## src/rtl/fp_compare_unit.sv

```systemverilog
module fp_compare_unit #(
  parameter int LATENCY = 1
) (
  input  logic        clk,
  input  logic        rst_n,
  input  logic        in_valid,
  output logic        in_ready,
  input  logic [31:0] instr,
  input  logic [31:0] op_a,
  input  logic [31:0] op_b,
  output logic        out_valid,
  output logic [31:0] result,
  output logic        wr_en,
  output logic [4:0]  wr_addr,
  output logic        exc_raise,
  output logic [4:0]  exc_cause,
  output logic        flag_inv,
  output logic        flag_dnz
);

  localparam logic [5:0] OPCODE = 6'b010110;
  localparam logic [4:0] DNZ_CAUSE = 5'b00110;
  localparam int CW = (LATENCY > 1) ? $clog2(LATENCY) : 1;
  localparam logic [CW-1:0] CNT_LOAD = CW'(LATENCY - 1);

  logic is_cmp;
  logic [2:0] sel;
  logic a_nan, b_nan, a_snan, b_snan, a_dnz, b_dnz, a_zero, b_zero;
  logic any_nan, any_dnz, relational, b_lt_a, b_eq_a, pred;
  logic c_res, c_wr, c_exc, c_io;
  logic acc;
  logic [CW-1:0] cnt;
  logic ov, p_res, p_wr, p_exc, p_io;
  logic [4:0] p_addr;
  logic set_io, set_do;

  assign is_cmp = (instr[31:26] == OPCODE) && (instr[10:7] == 4'b0100) && (instr[3:0] == 4'b0000);
  assign sel = instr[6:4];

  assign a_nan  = (&op_a[30:23]) && (|op_a[22:0]);
  assign b_nan  = (&op_b[30:23]) && (|op_b[22:0]);
  assign a_snan = a_nan && !op_a[22];
  assign b_snan = b_nan && !op_b[22];
  assign a_dnz  = !(|op_a[30:23]) && (|op_a[22:0]);
  assign b_dnz  = !(|op_b[30:23]) && (|op_b[22:0]);
  assign a_zero = !(|op_a[30:0]);
  assign b_zero = !(|op_b[30:0]);

  assign any_nan = a_nan || b_nan;
  assign any_dnz = a_dnz || b_dnz;
  assign relational = (sel == 3'd1) || (sel == 3'd3) || (sel == 3'd4) || (sel == 3'd6);

  always_comb begin
    if (a_zero && b_zero)
      b_lt_a = 1'b0;
    else if (op_b[31] != op_a[31])
      b_lt_a = op_b[31];
    else if (op_b[31])
      b_lt_a = op_a[30:0] < op_b[30:0];
    else
      b_lt_a = op_b[30:0] < op_a[30:0];
  end

  assign b_eq_a = (a_zero && b_zero) || (op_a == op_b);

  always_comb begin
    unique case (sel)
      3'd0:    pred = any_nan;
      3'd1:    pred = !any_nan && b_lt_a;
      3'd2:    pred = !any_nan && b_eq_a;
      3'd3:    pred = !any_nan && (b_lt_a || b_eq_a);
      3'd4:    pred = !any_nan && !b_lt_a && !b_eq_a;
      3'd5:    pred = any_nan || !b_eq_a;
      3'd6:    pred = !any_nan && !b_lt_a;
      default: pred = 1'b0;
    endcase
  end

  assign c_wr  = is_cmp && !any_dnz;
  assign c_exc = is_cmp && any_dnz;
  assign c_res = c_wr && pred;
  assign c_io  = c_wr && (sel != 3'd7) && any_nan && (a_snan || b_snan || relational);

  assign in_ready = (LATENCY == 1) || (cnt == '0);
  assign acc = in_valid && in_ready;

  assign set_io = (LATENCY == 1) ? (acc && c_io)  : ((cnt == CW'(1)) && p_io);
  assign set_do = (LATENCY == 1) ? (acc && c_exc) : ((cnt == CW'(1)) && p_exc);

  always_ff @(posedge clk) begin
    if (!rst_n) begin
      cnt <= '0;
      ov <= 1'b0;
      p_res <= 1'b0;
      p_wr <= 1'b0;
      p_exc <= 1'b0;
      p_io <= 1'b0;
      p_addr <= '0;
      flag_inv <= 1'b0;
      flag_dnz <= 1'b0;
    end else begin
      if (acc) begin
        p_res  <= c_res;
        p_wr   <= c_wr;
        p_exc  <= c_exc;
        p_io   <= c_io;
        p_addr <= instr[25:21];
        cnt    <= CNT_LOAD;
      end else if (cnt != '0) begin
        cnt <= cnt - CW'(1);
      end
      ov <= (LATENCY == 1) ? acc : (cnt == CW'(1));
      flag_inv <= flag_inv || set_io;
      flag_dnz <= flag_dnz || set_do;
    end
  end

  assign out_valid = ov;
  assign result    = {31'b0, ov && p_res};
  assign wr_en     = ov && p_wr;
  assign wr_addr   = p_addr;
  assign exc_raise = ov && p_exc;
  assign exc_cause = (ov && p_exc) ? DNZ_CAUSE : 5'b00000;

  AST_NO_WR_ON_EXC: assert property (@(posedge clk) disable iff (!rst_n) exc_raise |-> !wr_en);
  AST_EXC_SETS_DNZ: assert property (@(posedge clk) disable iff (!rst_n) exc_raise |-> flag_dnz);
  AST_INV_STICKY: assert property (@(posedge clk) disable iff (!rst_n) flag_inv |=> flag_inv);
  AST_DNZ_STICKY: assert property (@(posedge clk) disable iff (!rst_n) flag_dnz |=> flag_dnz);
  AST_BUSY_AFTER_ACCEPT: assert property (@(posedge clk) disable iff (!rst_n) (LATENCY > 1 && in_valid && in_ready) |=> !in_ready);
  AST_STROBE_SINGLE: assert property (@(posedge clk) disable iff (!rst_n) (LATENCY > 1 && out_valid) |=> !out_valid);
  AST_FAST_READY: assert property (@(posedge clk) disable iff (!rst_n) (LATENCY == 1) |-> in_ready);

endmodule

```

## config.mk

```make
export PLATFORM = sky130hd
export DESIGN_NAME = fp_compare_unit
export DESIGN_NICKNAME = d
export VERILOG_FILES = /design/src/rtl/fp_compare_unit.sv
export SDC_FILE = /design/constraint.sdc
export NUM_CORES = 1
export LEC_CHECK = 0
export ABC_CLOCK_PERIOD_IN_PS = 4800
export BUFFER_PORTS_ARGS = -buffer_cell sky130_fd_sc_hd__buf_4
export CAP_MARGIN = 20
export CORE_MARGIN = 4
export CORE_UTILIZATION = 30
export CTS_CLUSTER_DIAMETER = 150
export DETAILED_ROUTE_END_ITERATION = 8
export GPL_TIMING_DRIVEN = 0
export PLACE_DENSITY_LB_ADDON = 0.2
export SYNTH_ARGS = -nofsm -noshare
export SYNTH_HDL_FRONTEND = slang
export SYNTH_SLANG_ARGS = --single-unit
```

## constraint.sdc

```tcl
create_clock -name clk -period 4.8 [get_ports clk]
set_clock_uncertainty 0.1 [all_clocks]
set_input_delay 0.48 -clock clk [delete_from_list [all_inputs] [get_ports clk]]
set_output_delay 0.48 -clock clk [all_outputs]
set_load 0.02 [all_outputs]
```

# After elaboration in Yosys (flattened, before gate mapping)
# Cells that the tools add are included.
# Widths: inputs -> output; s select.
# word_totals
ff_bits	11
# op_classes
n_lt_le_gt_ge	2
n_eq_ne	11
mux	5
reduce_logical	57
# ops
cell	n
$lt 31x31->1	2
$reduce_or 31->1	2
$reduce_or 23->1	2
$eq 32x32->1	1
$logic_and 1x1->1	25
$reduce_and 8->1	2
$reduce_or 8->1	2
$logic_or 1x1->1	12
$logic_not 1->1	10
$eq 3x3->1 const B	3
$pmux 1 s7	1
$eq 3x2->1 const B	2
$eq 6x5->1 const B	1
$eq 4x3->1 const B	1
$logic_not 4->1	1
$eq 3x1->1 const B	1
$logic_not 3->1	1
$mux 1	3
$mux 3	1
$ne 3x3->1 const B	1
$ne 1x1->1	1

# Longest topological paths before layout
# depth
ltp_word	11
ltp_mapped	10
depth_no_buf	10

# Worst setup path before layout
# No wires, ideal clock.
# synth_timing
path_kind	in2reg
start	in op_a[13]
end	reg p_res
setup_time_ps	114
t_arrival_ps	2346
t_required_ps	4586
slack_ps	2241
cell_stages	10
path_buffers	0
path_cell_list	inv_1 ha_1 nand4_2 or4_4 o21bai_2 o221ai_1 a31o_1 a41oi_1 o22ai_1 a21o_1
# synth_via
elab_chain_len	9
# synth_rtl
item	line_no	text
from (decl)	9	input logic [31:0] op_a,
$lt 31x31->1 (tied with other cells)	61	b_lt_a = op_b[30:0] < op_a[30:0];
$mux 1 / $logic_not 1->1 (equally long branches)	58, 46	
$mux 1 / $logic_and 1x1->1 (equally long branches)	56, 54, 64	
$mux 1	54	if (a_zero && b_zero)
$logic_not 1->1	72, 74	
$logic_and 1x1->1	72, 74	
$logic_and 1x1->1	72	3'd4: pred = !any_nan && !b_lt_a && !b_eq_a;
$pmux 1 s7	67	unique case (sel)
$logic_and 1x1->1 (*)	81	assign c_res = c_wr && pred;
to (signal assigned)	103	p_res <= c_res;
to (decl)	33	logic ov, p_res, p_wr, p_exc, p_io;
# Mark *: on every way between the ends. The rest lies on a longest branch, timed or not.
# A chain may end at the register's enable or synchronous reset.

# Worst setup path after layout
# layout_timing
start	in op_a[10]
end	reg p_res
# Same word-level chain as after synthesis.

==> impl_results.html <==
<table>
<tr><th>Metric</th><th>Value</th></tr>
<tr><th colspan="2">Floorplan</th></tr>
<tr><td>Die footprint</td><td>7730 µm²</td></tr>
<tr><td>Number of placement rows</td><td>28</td></tr>
<tr><td>Height of the die</td><td>87.9 µm</td></tr>
<tr><td>Die outline width</td><td>87.9 µm</td></tr>
<tr><td>Floorplan core area</td><td>around 6000 µm²</td></tr>
<tr><td>Top-level port count</td><td>147</td></tr>
<tr><td>Effective utilization at floorplan</td><td>31.6%</td></tr>
<tr><th colspan="2">GRT</th></tr>
<tr><td>GR Util All Layers</td><td>13.6%</td></tr>
<tr><td>Congestion Overflow GR</td><td>0</td></tr>
<tr><td>Maximum number of pins on one net before global-route repair</td><td>11</td></tr>
<tr><td>Initial antenna violation count</td><td>0</td></tr>
<tr><td>Number of global-route vias before repair</td><td>1928</td></tr>
<tr><td>Global-route wire length before repair</td><td>8470 µm</td></tr>
<tr><th colspan="2">STA</th></tr>
<tr><td>Final count of negative-setup-slack endpoints</td><td>0</td></tr>
<tr><td>Number of max-slew violations in the final report</td><td>0</td></tr>
<tr><td>Max Clk Rate</td><td>392 MHz</td></tr>
<tr><td>Setup repair after global routing missed its margin</td><td>no</td></tr>
<tr><td>Final Hold Viols</td><td>0</td></tr>
<tr><td>Total Negative Setup Slacks</td><td>0 ns</td></tr>
<tr><td>Post-layout minimum cycle time</td><td>2.55 ns</td></tr>
<tr><td>Share of the cycle needed by the critical path after routing</td><td>53.2%</td></tr>
<tr><th colspan="2">Route</th></tr>
<tr><td>Vias post-DR</td><td>approximately 2100</td></tr>
<tr><td>Remaining DRCs</td><td>0</td></tr>
<tr><td>Routed length per placed instance</td><td>12.0 µm</td></tr>
<tr><td>DRT Wirelength</td><td>5620 µm</td></tr>
<tr><td>Iteration-0 DRC Markers</td><td>66</td></tr>
<tr><td>Count of TritonRoute iterations in the first routing pass</td><td>4</td></tr>
<tr><td>Via-to-Cell Ratio</td><td>around 4.5</td></tr>
<tr><td>ANT nets after route</td><td>0</td></tr>
<tr><th colspan="2">Logic synthesis</th></tr>
<tr><td>Post-synthesis average cell area</td><td>7.45 µm²</td></tr>
<tr><td>Count of unique library cells instantiated by Yosys</td><td>50</td></tr>
<tr><td>Sequential share of the synthesized area</td><td>approximately 11%</td></tr>
<tr><td>Most area-consuming cells after synthesis</td><td>sky130_fd_sc_hd__ha_1, sky130_fd_sc_hd__buf_4, sky130_fd_sc_hd__dfxtp_1</td></tr>
<tr><td>Number of synthesized flops with an enable pin</td><td>0</td></tr>
<tr><td>Portion of synthesized cell area occupied by the leading cell type</td><td>20.2%</td></tr>
<tr><td>Share of async-settable or async-resettable flops after synthesis</td><td>0%</td></tr>
<tr><td>Cells after synthesis</td><td>257</td></tr>
<tr><td>Seq cells post-synth</td><td>11</td></tr>
<tr><td>Library cell with the largest summed area after synthesis</td><td>sky130_fd_sc_hd__ha_1</td></tr>
<tr><td>Dominant register cell in the synthesized netlist</td><td>sky130_fd_sc_hd__dfxtp_1</td></tr>
<tr><td>Total standard cell area after synthesis</td><td>1920 µm²</td></tr>
<tr><td>Yosys synthesis warning count</td><td>0</td></tr>
<tr><th colspan="2">Power</th></tr>
<tr><td>Net switching share of the total power</td><td>35.3%</td></tr>
<tr><td>LEAKAGE</td><td>1.59 nW</td></tr>
<tr><td>Clk network pwr share</td><td>24.0%</td></tr>
<tr><td>Worst IR drop on VDD</td><td>0.191 mV</td></tr>
<tr><td>Internal power summed over all cells</td><td>0.259 mW</td></tr>
<tr><td>Net load switching power</td><td>0.142 mW</td></tr>
<tr><td>Sequential fraction of design power</td><td>24.0%</td></tr>
<tr><td>Areal power density over the cells</td><td>137 nW/µm²</td></tr>
<tr><td>Portion of total power attributed to combinational logic</td><td>52.0%</td></tr>
<tr><th colspan="2">Critical path</th></tr>
<tr><td>Stages on worst setup path</td><td>11</td></tr>
<tr><td>CP peak stage delay</td><td>roughly 0.58 ns</td></tr>
<tr><td>Worst flop-to-flop path startpoint</td><td>p_res</td></tr>
<tr><td>Required arrival time at the worst endpoint</td><td>4.84 ns</td></tr>
<tr><td>Crit Path Category</td><td>input port to flop</td></tr>
<tr><td>Family of cells with the greatest summed delay on the critical path</td><td>compound AO/OA/AOI/OAI gates</td></tr>
<tr><td>Launching instance or port of the critical path</td><td>op_a[10]</td></tr>
<tr><td>Crit path cell chain</td><td>buf_4 -&gt; inv_1 -&gt; ha_1 -&gt; nand4_1 -&gt; or4_4 -&gt; o21bai_2 -&gt; o221ai_1 -&gt; a31o_1 -&gt; a41oi_1 -&gt; o22ai_1 -&gt; a21o_1</td></tr>
<tr><td>Reg2reg path depth</td><td>3</td></tr>
<tr><td>Crit Path Max Fanout</td><td>4</td></tr>
<tr><td>Launching element type of the critical path</td><td>input port</td></tr>
<tr><td>CP bufs+invs</td><td>2</td></tr>
<tr><td>Type of destination of the critical path</td><td>flop</td></tr>
<tr><td>Critical path's slowest cell</td><td>sky130_fd_sc_hd__or4_4</td></tr>
<tr><td>Critical path data arrival time</td><td>2.59 ns</td></tr>
<tr><th colspan="2">Cells and area</th></tr>
<tr><td>Layout cell share with drive strength beyond 1</td><td>39.1%</td></tr>
<tr><td>Commonest cells after routing, fill and taps aside</td><td>sky130_fd_sc_hd__buf_4, sky130_fd_sc_hd__inv_1, sky130_fd_sc_hd__conb_1</td></tr>
<tr><td>Area growth from synthesis to layout</td><td>53.0%</td></tr>
<tr><td>Antenna diodes</td><td>0</td></tr>
<tr><td>Leading cell type in the layout, fill and taps excluded</td><td>sky130_fd_sc_hd__buf_4</td></tr>
<tr><td>Post-layout nets</td><td>about 530</td></tr>
<tr><td>Number of cells in the finished layout apart from fillers</td><td>469</td></tr>
<tr><th colspan="2">CTS</th></tr>
<tr><td>Setup repair bufs after CTS</td><td>0</td></tr>
<tr><td>Hold buffers post-CTS</td><td>0</td></tr>
<tr><td>Max clock buf depth</td><td>2</td></tr>
<tr><td>Total clock buffers created by CTS</td><td>3</td></tr>
<tr><td>TritonCTS clock tree</td><td>done</td></tr>
<tr><td>Clock Pin Slew Worst Setup and Hold Paths</td><td>about 0.050 ns</td></tr>
<tr><td>Library cell used as clock root buffer</td><td>sky130_fd_sc_hd__clkbuf_8</td></tr>
<tr><td>CTS H-tree lvls</td><td>1</td></tr>
<tr><td>Worst skew pair latency</td><td>0.24 ns</td></tr>
<tr><td>Post_cts resized</td><td>0</td></tr>
<tr><td>Sinks on the clock net</td><td>11</td></tr>
<tr><th colspan="2">Status</th></tr>
<tr><td>Run status</td><td>finished clean</td></tr>
<tr><th colspan="2">Placed design</th></tr>
<tr><td># placed instances</td><td>465</td></tr>
<tr><td>Detailed Place HPWL</td><td>5140 µm</td></tr>
<tr><td>Routability congestion estimate</td><td>0.841</td></tr>
<tr><td># port buffers</td><td>100</td></tr>
<tr><th colspan="2">Worst hold path</th></tr>
<tr><td>Class of the tightest hold or removal check</td><td>flop to flop</td></tr>
<tr><td>Startpoint of the most critical hold path</td><td>flag_dnz</td></tr>
<tr><td>Hold depth</td><td>2</td></tr>
<tr><th colspan="2">Flow run</th></tr>
<tr><td>Number of max-cap violations</td><td>0</td></tr>
</table>
power groups by stage:
stage | Clock (mW) | Combinational [mW] | Sequential (mW)
6_report | 0.0961 | 0.208 | 0.0960
5_1_grt | 0.102 | 0.231 | 0.0965
4_1_cts | 0.0982 | 0.209 | 0.0960
3_5_place_dp | 0 | 0.208 | 0.0979
3_3_place_gp | 0 | 0.204 | 0.0978
2_1_floorplan | 0 | 0.118 | 0.101
layer usage:
layer	track usage, %	wire length [µm]	up-vias
met5	0	0	-
met4	2.51	31	0
met3	3.01	433	5
met2	25.3	2880	67
met1	16.0	2270	900
li1	-	-	1125
state kept, by name (all words and copies together), names as in the netlist:
signal     count
p_res          1
p_exc          1
flag_dnz       1
wr_addr        5
flag_inv       1
p_wr           1
out_valid      1
area by class of cell:
type | instances | area, µm²
plain buffers | 38 | 282
clock buffers | 3 | 41.3
clock inverters | 1 | 5.00
fillers | 634 | 3130
inverters | 36 | 135
multi-input cells | 205 | 1400
flip-flops and latches | 11 | 220
well taps | 75 | 93.8
repair buffers | 100 | 751
cells in the mapped netlist, types with 2 or more instances:
library cell and count:
sky130_fd_sc_hd__a211oi_1 2, sky130_fd_sc_hd__o21ai_0 4, sky130_fd_sc_hd__ha_1 31, sky130_fd_sc_hd__nand2b_1 2, sky130_fd_sc_hd__conb_1 2, sky130_fd_sc_hd__nor2_1 18, sky130_fd_sc_hd__and2_1 4, sky130_fd_sc_hd__o22ai_1 3
sky130_fd_sc_hd__a31o_1 2, sky130_fd_sc_hd__dfxtp_1 11, sky130_fd_sc_hd__nand4_2 4, sky130_fd_sc_hd__a21oi_1 14, sky130_fd_sc_hd__nor3_1 8, sky130_fd_sc_hd__nand2_1 13, sky130_fd_sc_hd__nand3_1 5, sky130_fd_sc_hd__buf_4 37
sky130_fd_sc_hd__nand4_1 8, sky130_fd_sc_hd__o21ai_1 3, sky130_fd_sc_hd__inv_1 35, sky130_fd_sc_hd__or4_4 2, sky130_fd_sc_hd__nor4_1 16, sky130_fd_sc_hd__mux2i_1 5
worst min-delay path, stage by stage, from the launching register on:
cell and delay (ns):
sky130_fd_sc_hd__dfxtp_1 0.32, sky130_fd_sc_hd__nor2_1 0.05, sky130_fd_sc_hd__nor2_1 0.07
metrics by stage:
| stage | area, µm² | setup WS (ns) | util [%] | power, mW | hold WS (ns) |
|---|---|---|---|---|---|
| finish | 2930 | 2.25 | 48.3 | 0.400 | 0.367 |
| global route | 2930 | 2.08 | 48.3 | 0.429 | 0.385 |
| CTS | 2930 | 2.24 | 48.3 | 0.403 | 0.366 |
| detailed placement | 2880 | 1.98 | 47.6 | 0.306 | 0.358 |
| global placement | 2880 | 2.01 | 47.6 | 0.302 | 0.350 |
| floorplan | 2040 | 2.24 | - | 0.219 | 0.341 |
final timing paths:
| path | slack, ns | end |
|---|---|---|
| worst min-delay path | 0.37 | flag_dnz |
| worst max register to register | 3.99 | p_res |
| worst max-delay path | 2.25 | p_res |
| worst min register to register | 0.37 | flag_dnz |
logic make-up after synthesis:
| logic type | share of synthesized area (%) |
|---|---|
| other | 0.392 |
| XOR/XNOR | 0.915 |
| AO/OA/AOI/OAI | 14.3 |
| flip-flops | 11.5 |
| multiplexers | 2.61 |
| adder cells (fa/ha/maj) | 20.2 |
| AND/OR/NAND/NOR | 28.3 |
| buffers and inverters | 21.8 |
(Power assumes the default switching activity.)
